$ cat config.mk
export PLATFORM = sky130hd
export DESIGN_NAME = bus_wait_ctrl
export DESIGN_NICKNAME = d
export VERILOG_FILES = /design/src/rtl/bus_wait_pkg.sv /design/src/rtl/ws_code_decode.sv /design/src/rtl/ws_ready_track.sv /design/src/rtl/ws_seq.sv /design/src/rtl/bus_wait_ctrl.sv
export SDC_FILE = /design/constraint.sdc
export NUM_CORES = 1
export LEC_CHECK = 0
export BUFFER_PORTS_ARGS = -buffer_cell sky130_fd_sc_hd__buf_2
export CAP_MARGIN = 20
export CORE_ASPECT_RATIO = 1.4
export CORE_MARGIN = 4
export CORE_UTILIZATION = 45
export CTS_CLUSTER_SIZE = 20
export DETAILED_ROUTE_END_ITERATION = 7
export GPL_ROUTABILITY_DRIVEN = 0
export PLACE_DENSITY_LB_ADDON = 0.08
export SLEW_MARGIN = 20
export SYNTH_ARGS = -nofsm -noshare
export SYNTH_HDL_FRONTEND = slang
export SYNTH_HIERARCHICAL = 1
export SYNTH_SLANG_ARGS = --single-unit
$ cat constraint.sdc
create_clock -name clk -period 4.1 [get_ports clk]
set_input_delay 0 -clock clk [delete_from_list [all_inputs] [get_ports clk]]
set_output_delay 0 -clock clk [all_outputs]
set_load 0.05 [all_outputs]
$ cat src/rtl/bus_wait_pkg.sv
// Shared types for the bus wait-state controller.
// Assumes: state encoding is visible at the top port and is relied on by users.
package bus_wait_pkg;

    typedef enum logic [2:0] {
        BS_IDLE = 3'd0,
        BS_T1   = 3'd1,
        BS_T2   = 3'd2,
        BS_T3   = 3'd3,
        BS_TW   = 3'd4,
        BS_T4   = 3'd5
    } bus_state_e;

    typedef enum logic [1:0] {
        RDY_OK     = 2'd0,
        RDY_SAMPLE = 2'd1,
        RDY_POLL   = 2'd2,
        RDY_TAIL   = 2'd3
    } rdy_state_e;

endpackage

$ cat src/rtl/ws_code_decode.sv
// Wait-code decoder: turns the 3-bit region code into an internal wait count.
// Assumes: code[2] picks the extended set {5,7,9,15}; otherwise code[1:0] is the count.
module ws_code_decode #(
    parameter int CODE_W = 3,
    parameter int CNT_W  = 4
) (
    input  logic [CODE_W-1:0] code,
    output logic [CNT_W-1:0]  count
);
    localparam int SEL_W = CODE_W - 1;

    logic [SEL_W-1:0] sel;
    assign sel = code[SEL_W-1:0];

    // Map the low selector into either the linear or the extended count set.
    always_comb begin
        if (!code[CODE_W-1]) begin
            count = CNT_W'(sel);
        end else begin
            case (sel)
                2'd0:    count = CNT_W'(5);
                2'd1:    count = CNT_W'(7);
                2'd2:    count = CNT_W'(9);
                default: count = CNT_W'(15);
            endcase
        end
    end
endmodule

$ cat src/rtl/ws_ready_track.sv
// External-ready tracker: resolves whether ready lets the current wait state end.
// Assumes: armed during T3 of each access; ext_rdy is already synchronous.
// A missed first sample leads to polling; a late ready adds TAIL_WAITS waits.
module ws_ready_track
    import bus_wait_pkg::*;
#(
    parameter int TAIL_WAITS = 2
) (
    input  logic clk,
    input  logic rst_n,
    input  logic arm,
    input  logic req,
    input  logic zero_waits,
    input  logic in_wait,
    input  logic ext_rdy,
    output logic rdy_done
);
    localparam int TAIL_W = $clog2(TAIL_WAITS + 1);

    rdy_state_e        rs_q;
    logic [TAIL_W-1:0] tail_q;

    // Decide whether the ready condition is met in this wait state.
    always_comb begin
        case (rs_q)
            RDY_OK:     rdy_done = 1'b1;
            RDY_SAMPLE: rdy_done = ext_rdy;
            RDY_POLL:   rdy_done = 1'b0;
            default:    rdy_done = (tail_q == TAIL_W'(1));
        endcase
    end

    // Advance the ready state: load at T3, then step once per wait state.
    always_ff @(posedge clk) begin
        if (!rst_n) begin
            rs_q   <= RDY_OK;
            tail_q <= '0;
        end else if (arm) begin
            if (!req)           rs_q <= RDY_OK;
            else if (zero_waits) rs_q <= RDY_POLL;
            else                rs_q <= RDY_SAMPLE;
            tail_q <= '0;
        end else if (in_wait) begin
            case (rs_q)
                RDY_SAMPLE: rs_q <= ext_rdy ? RDY_OK : RDY_POLL;
                RDY_POLL: begin
                    if (ext_rdy) begin
                        rs_q   <= RDY_TAIL;
                        tail_q <= TAIL_W'(TAIL_WAITS);
                    end
                end
                RDY_TAIL: begin
                    if (tail_q > TAIL_W'(1)) tail_q <= tail_q - TAIL_W'(1);
                    else                     rs_q   <= RDY_OK;
                end
                default: rs_q <= RDY_OK;
            endcase
        end
    end
endmodule

$ cat src/rtl/ws_seq.sv
// Bus state sequencer: runs T1, T2, T3, waits and T4, and counts programmed waits.
// Assumes: configuration is valid at the start strobe; it is captured then.
module ws_seq
    import bus_wait_pkg::*;
#(
    parameter int CNT_W = 4
) (
    input  logic             clk,
    input  logic             rst_n,
    input  logic             start,
    input  logic [CNT_W-1:0] cfg_cnt,
    input  logic             cfg_req,
    input  logic             ext_rdy,
    input  logic             rdy_done,
    output bus_state_e       state,
    output logic             arm,
    output logic             req_q,
    output logic             zero_q,
    output logic             in_wait
);
    bus_state_e       state_q;
    bus_state_e       state_d;
    logic [CNT_W-1:0] cnt_q;
    logic [CNT_W-1:0] prog_q;
    logic             prog_last;

    assign state     = state_q;
    assign arm       = (state_q == BS_T3);
    assign in_wait   = (state_q == BS_TW);
    assign zero_q    = (cnt_q == '0);
    assign prog_last = (prog_q <= CNT_W'(1));

    // Next bus state from current state, the wait count and ready resolution.
    always_comb begin
        state_d = state_q;
        case (state_q)
            BS_IDLE: if (start) state_d = BS_T1;
            BS_T1:   state_d = BS_T2;
            BS_T2:   state_d = BS_T3;
            BS_T3: begin
                if (zero_q && (!req_q || ext_rdy)) state_d = BS_T4;
                else                               state_d = BS_TW;
            end
            BS_TW:   if (prog_last && rdy_done) state_d = BS_T4;
            BS_T4:   state_d = BS_IDLE;
            default: state_d = BS_IDLE;
        endcase
    end

    // Register the state, capture configuration at start, count programmed waits.
    always_ff @(posedge clk) begin
        if (!rst_n) begin
            state_q <= BS_IDLE;
            cnt_q   <= '0;
            req_q   <= 1'b0;
            prog_q  <= '0;
        end else begin
            state_q <= state_d;
            if (state_q == BS_IDLE && start) begin
                cnt_q <= cfg_cnt;
                req_q <= cfg_req;
            end
            if (state_q == BS_T3)                       prog_q <= cnt_q;
            else if (state_q == BS_TW && prog_q != '0)  prog_q <= prog_q - CNT_W'(1);
        end
    end
endmodule

$ cat src/rtl/bus_wait_ctrl.sv
// Bus cycle wait-state controller top: decodes the region code, applies bypass,
// and joins the sequencer with the external-ready tracker.
// Assumes: ext_rdy is synchronous to clk; address decode happens elsewhere.
module bus_wait_ctrl
    import bus_wait_pkg::*;
#(
    parameter int CODE_W     = 3,
    parameter int CNT_W      = 4,
    parameter int TAIL_WAITS = 2
) (
    input  logic              clk,
    input  logic              rst_n,
    input  logic              cyc_start,
    input  logic [CODE_W-1:0] wait_code,
    input  logic              rdy_req,
    input  logic              cfg_bypass,
    input  logic              ext_rdy,
    output logic [2:0]        bus_state,
    output logic              wait_active,
    output logic              cyc_done
);
    logic [CNT_W-1:0] dec_cnt;
    logic [CNT_W-1:0] eff_cnt;
    logic             eff_req;
    bus_state_e       st;
    logic             arm;
    logic             req_q;
    logic             zero_q;
    logic             in_wait;
    logic             rdy_done;

    ws_code_decode #(.CODE_W(CODE_W), .CNT_W(CNT_W)) u_dec (
        .code  (wait_code),
        .count (dec_cnt)
    );

    // Bypass forces a zero-wait access that does not need ready.
    always_comb begin
        eff_cnt = cfg_bypass ? '0 : dec_cnt;
        eff_req = cfg_bypass ? 1'b0 : rdy_req;
    end

    ws_seq #(.CNT_W(CNT_W)) u_seq (
        .clk      (clk),
        .rst_n    (rst_n),
        .start    (cyc_start),
        .cfg_cnt  (eff_cnt),
        .cfg_req  (eff_req),
        .ext_rdy  (ext_rdy),
        .rdy_done (rdy_done),
        .state    (st),
        .arm      (arm),
        .req_q    (req_q),
        .zero_q   (zero_q),
        .in_wait  (in_wait)
    );

    ws_ready_track #(.TAIL_WAITS(TAIL_WAITS)) u_rdy (
        .clk        (clk),
        .rst_n      (rst_n),
        .arm        (arm),
        .req        (req_q),
        .zero_waits (zero_q),
        .in_wait    (in_wait),
        .ext_rdy    (ext_rdy),
        .rdy_done   (rdy_done)
    );

    assign bus_state   = st;
    assign wait_active = in_wait;
    assign cyc_done    = (st == BS_T4);
endmodule

==> results.yml, run 1 <==
timing:
  timing.slew.headroom_pct: 48.9
  final.min_clock_period_ps: 2120
  worst-slew-pin-transition_ps: 764
  achievable-frequency_ghz: 0.472
  final.period_utilization_pct: 51.7
  grt_setup_unrepaired: "no"
  worst_clock_skew_ps: 2.78
  setup_violations_final: 0
  slew_viol_final: 0
  final_hold_viol_count: 0
  final.setup.tns_ps: 0
die:
  initial_utilization_pct: 48.9
  core_area_mm2: 0.00225
  fp-row-count: 20
  floorplan.die.height_um: 66.5
  dieArea_mm2: 0.00331
  io-pin-count: 14
  die_w_um: 49.8
clocking:
  htree_num_levels: 1
  tritoncts: "done"
  root_buffer: "sky130_fd_sc_hd__clkbuf_4"
  insertion_delay_ps: 280
  clock_sinks: 16
  cts.repair.resized: 0
  path_clk_slew_ps: 90
  cts_setup_buffers: 0
  post_cts_hold_buffer_count: 0
  cts_inserted_buffers: 3
  ctsLongestPathBuffers: 2
logic_synthesis:
  summed_instance_area_of_the_synthesized_netlist_mm2: 0.00110
  post_synth_inst_count: 125
  synth_top_area_cell: "sky130_fd_sc_hd__dfxtp_1"
  yosys_register_bits: 16
  post_syn_area_per_cell_um2: 8.81
  yosys.cell_types.count: 43
  post-synth-top-area-fraction_pct: 29.1
  async_reset_ff_share_pct: 0
  synth_flop_cell: "sky130_fd_sc_hd__dfxtp_1"
  synth.top_cells.by_area: "sky130_fd_sc_hd__dfxtp_1 (29%), sky130_fd_sc_hd__ha_1 (11%), sky130_fd_sc_hd__nor2b_1 (7.4%)"
  synth_nets: 144
  synth_enable_flop_cells: 0
  yosysSeqAreaShare_pct: 29.1
  ys_warn_count: 6
finish:
  fillerInstances: 230
  synthToLayoutAreaGrowth_pct: 8.64
  nets: 159
  leading_cell_type_in_the_layout_fill_and_taps_excluded: "sky130_fd_sc_hd__dfxtp_1"
  mostFrequentLayoutCells: "sky130_fd_sc_hd__dfxtp_1 (16), sky130_fd_sc_hd__nor2b_1 (13), sky130_fd_sc_hd__buf_2 (13), sky130_fd_sc_hd__inv_1 (12), sky130_fd_sc_hd__ha_1 (10)"
  final_core_utilization_pct: 53.1
  drive_gt1_share_pct: 17.4
  insertedDiodeCount: 0
routing:
  wl_um: 2180
  first_iter_violations: 11
  post-route-drc-count: 0
  firstDrtPassIters: 4
  avgRoutedWirePerCell_um: 13.6
  post_drt_via_cell_ratio: 5.79
  route.vias.total: 927
  drt.antenna.violating_nets: 0
setup_path:
  critical-path-top-cell-by-count: "sky130_fd_sc_hd__inv_1"
  start_kind: "flip-flop"
  crit_arrival_ps: 2320
  critPathSlowestCell: "sky130_fd_sc_hd__or4_1"
  cp_max_fo: 9
  worst_setup_path_end_kind: "flip-flop"
  worst-endpoint-required_ps: 4300
  path_type_of_the_worst_setup_path: "reg -> reg"
  stage_delay_of_the_slowest_cell_on_the_critical_path_ps: 520
  crit_chain: "or3b_1 -> inv_1 -> inv_1 -> or4_1 -> a311oi_1"
run:
  max_cap_violations: 0
grt:
  grt_first_pass_wirelength_um: 3930
  first_global_vias: 928
  number_of_antenna_violations_at_the_first_check_in_global_routing: 0
  grt_util_all_layers_pct: 14.9
  grt_max_degree: 17
  grt_overflow: 0
place:
  dpl.hpwl_um: 1720
  placement.io_buffers: 13
power_and_ir_drop:
  power.density_mw_per_mm2: 324
  total_leakage_power_nw: 0.481
  max-vdd-ir-drop_mv: 0.176
min_path:
  min_path_type: "in -> reg"
run_status:
  status: "completed"
[per-stage QoR]
step                      power, mW  cell area [µm²]  setup WS [ps]  hold WS [ps]  std cells
after global placement        0.309             1170           2100           377        157
after floorplan               0.285             1100           1490           132        125
final                         0.388             1200           1980          77.9        160
after global routing          0.415             1200           1850          93.0        160
after detailed placement      0.311             1170           2010           373        157
after CTS                     0.392             1200           2000          72.9        160
[path summary, 6_finish.rpt]
check                 startpoint              end  slack [ps]  depth (start not counted)
setup / recovery  u_seq/state[2]  u_rdy/tail_q[0]        1980                          5
hold / removal             rst_n  u_seq/prog_q[0]          80                          2
setup reg to reg  u_seq/state[2]  u_rdy/tail_q[0]        1980                          5
hold reg to reg   u_seq/cnt_q[1]  u_seq/prog_q[1]         510                          2
[registers in the layout (all words and copies together) (netlist names)]
name and count:
u_seq/cnt_q 4, u_seq/prog_q 4, u_seq/state 3, u_rdy/rs_q 2
u_rdy/tail_q 2, u_seq/req_q 1
[routing by layer]
layer	share of wire, %	routed length (µm)	vias to the layer above	track usage, %
li1	-	-	478	-
met1	45	987	439	17.3
met2	51	1110	8	27.6
met3	2.6	56	2	2.01
met4	0.97	21	0	5.19
met5	0	0	-	0
[cell families (layout without fill, tap and decap cells)]
group                    Yosys count  in the layout  share of synthesized area [%]
flip-flops                        16             16                           29.1
buffers and inverters             15             28                           5.91
adder cells (fa/ha/maj)           10             10                           11.4
XOR/XNOR                           1              1                          0.796
multiplexers                       7              7                           6.82
AO/OA/AOI/OAI                     25             25                           16.5
AND/OR/NAND/NOR                   51             51                           29.5
[worst max-delay path: cells and delay by family, from the launching register on]
family                 cells  cell delay, ps
AO/OA/AOI/OAI              1             260
buffers and inverters      2             290
flip-flops                 1             470
AND/OR/NAND/NOR            2            1010
[layout make-up]
type / instances / area, µm² / share of cell area, %
repair buffers: 13 / 65.1 / 5.44
multi-input cells: 94 / 716 / 59.8
well taps: 22 / 27.5 / 2.30
clock buffers: 3 / 22.5 / 1.88
flip-flops and latches: 16 / 320 / 26.8
inverters: 12 / 45.0 / 3.77
[power by group]
part | internal (mW) | leakage (nW) | total (mW) | switching [mW]
Sequential | 0.168 | 0.130 | 0.187 | 0.0188
Combinational | 0.0506 | 0.337 | 0.120 | 0.0690
Clock | 0.0340 | 0.0138 | 0.0815 | 0.0474
[synthesized netlist by cell type (2+ instances only)]
master,instances
sky130_fd_sc_hd__dfxtp_1,16
sky130_fd_sc_hd__nor2b_1,13
sky130_fd_sc_hd__inv_1,12
sky130_fd_sc_hd__ha_1,10
sky130_fd_sc_hd__mux2i_1,6
sky130_fd_sc_hd__nand2b_1,6
sky130_fd_sc_hd__o21ai_0,6
sky130_fd_sc_hd__nand3_1,5
sky130_fd_sc_hd__nor2_1,5
sky130_fd_sc_hd__a311oi_1,3
sky130_fd_sc_hd__nand2_1,3
sky130_fd_sc_hd__or4_1,3
sky130_fd_sc_hd__a21boi_0,2
sky130_fd_sc_hd__a21oi_1,2
sky130_fd_sc_hd__a31oi_1,2
sky130_fd_sc_hd__nor3_1,2
sky130_fd_sc_hd__nor3b_1,2
sky130_fd_sc_hd__o2111ai_1,2
No activity file was read; power rests on OpenSTA's default activity.
==> run 2, diff against run 1 <==
==> constraint.sdc (replaced) <==
create_clock -name clk -period 2.2 [get_ports clk]
set_input_delay 0 -clock clk [delete_from_list [all_inputs] [get_ports clk]]
set_output_delay 0 -clock clk [all_outputs]
set_load 0.05 [all_outputs]
==> results.yml, run 2 (synthesized netlist as in run 1, its figures left out) <==
timing:
  worst_clock_skew_ps: 4.37
  worst-slew-pin-transition_ps: 425
  worst_slack_ps: 342
  fin_worst_hold_slack_ps: 51.2
  achievable-frequency_ghz: 0.538
  final_hold_viol_count: 0
  final.min_clock_period_ps: 1860
  setup_violations_final: 0
  final.period_utilization_pct: 84.4
  slew_viol_final: 0
  timing.slew.headroom_pct: 71.4
  final.setup.tns_ps: 0
  grt_setup_unrepaired: "no"
finish:
  final_cell_count_without_fillers: 163
  nets: 161
  insertedDiodeCount: 0
  fillerInstances: 217
  mostFrequentLayoutCells: "sky130_fd_sc_hd__nor2b_1 (13), sky130_fd_sc_hd__buf_2 (13), sky130_fd_sc_hd__dfxtp_1 (13), sky130_fd_sc_hd__inv_1 (10), sky130_fd_sc_hd__ha_1 (10)"
  post-route-cell-area_mm2: 0.00123
  drive_gt1_share_pct: 22.0
  final_core_utilization_pct: 54.5
  synthToLayoutAreaGrowth_pct: 11.5
setup_path:
  crit_arrival_ps: 2080
  worst-r2r-setup-slack_ps: 340
  timing.critical_path.buf_inv: 2
  crit_chain: "or3b_1 -> clkinvlp_4 -> inv_2 -> or4_1 -> a311oi_1"
  worst_path_dominant_cell_family: "simple AND/OR/NAND/NOR gates"
  stage_delay_of_the_slowest_cell_on_the_critical_path_ps: 510
  cp_max_fo: 9
  worst-endpoint-required_ps: 2420
  start_kind: "flip-flop"
  critPathSlowestCell: "sky130_fd_sc_hd__or4_1"
  path_type_of_the_worst_setup_path: "reg -> reg"
  worst_setup_path_end_kind: "flip-flop"
power_and_ir_drop:
  p_total_mw: 0.756
  total_leakage_power_nw: 0.483
  max-vdd-ir-drop_mv: 0.300
  power.density_mw_per_mm2: 616
clocking:
  cts_inserted_buffers: 3
  ctsLongestPathBuffers: 2
  cts.repair.resized: 0
  cts_setup_buffers: 0
  htree_num_levels: 1
  path_clk_slew_ps: 100
  post_cts_hold_buffer_count: 0
  clock_sinks: 16
  insertion_delay_ps: 300
  root_buffer: "sky130_fd_sc_hd__clkbuf_4"
  tritoncts: "done"
grt:
  number_of_antenna_violations_at_the_first_check_in_global_routing: 0
  grt_overflow: 0
  grt_first_pass_wirelength_um: 4060
  grt_max_degree: 17
  first_global_vias: 917
  grt_util_all_layers_pct: 16.1
place:
  placement.io_buffers: 13
  dpl.hpwl_um: 1770
  post-place-cells: 159
  placedInstanceArea_mm2: 0.00120
  place_worst_setup_slack_ps: 344
min_path:
  min_path_type: "in -> reg"
routing:
  avgRoutedWirePerCell_um: 14.4
  first_iter_violations: 27
  drt.antenna.violating_nets: 0
  firstDrtPassIters: 4
  post-route-drc-count: 0
  route.vias.total: 954
  post_drt_via_cell_ratio: 5.85
  wl_um: 2350
die:
  io-pin-count: 14
  dieArea_mm2: 0.00331
  initial_utilization_pct: 48.9
  core_area_mm2: 0.00225
  floorplan.die.height_um: 66.5
  fp-row-count: 20
  die_w_um: 49.8
run:
  max_cap_violations: 0
run_status:
  status: "completed"
[run 2: where the power goes]
group          switching (mW)  leakage [nW]  internal, mW  total, mW
clock                   0.101        0.0150        0.0708      0.172
sequential             0.0364         0.132         0.316      0.352
combinational           0.132         0.336         0.100      0.232
total                   0.270         0.483         0.486      0.756
[run 2: routing by layer]
metal  wire length (µm)  global-route usage [%]
met1               1060                    18.6
met2               1120                    27.0
met4                 92                    11.1
met5                  0                       0
met3                 83                    2.46
[run 2: layout make-up]
type	count	area, µm²	share of cell area [%]
Tap cell	22	27.5	2.24
Inverter	12	48.8	3.98
Clock buffer	4	26.3	2.14
Multi-Input combinational cell	94	716	58.3
Timing Repair Buffer	15	80.1	6.52
Sequential cell	16	329	26.8
[run 2: worst paths after layout]
path,start,to,cells after the start
worst min-delay path,rst_n,u_seq/prog_q[0],2
worst max-delay path,u_seq/state[0],u_rdy/tail_q[0],5
worst max register to register,u_seq/state[0],u_rdy/tail_q[0],5
worst min register to register,u_seq/state[2],u_seq/state[1],1
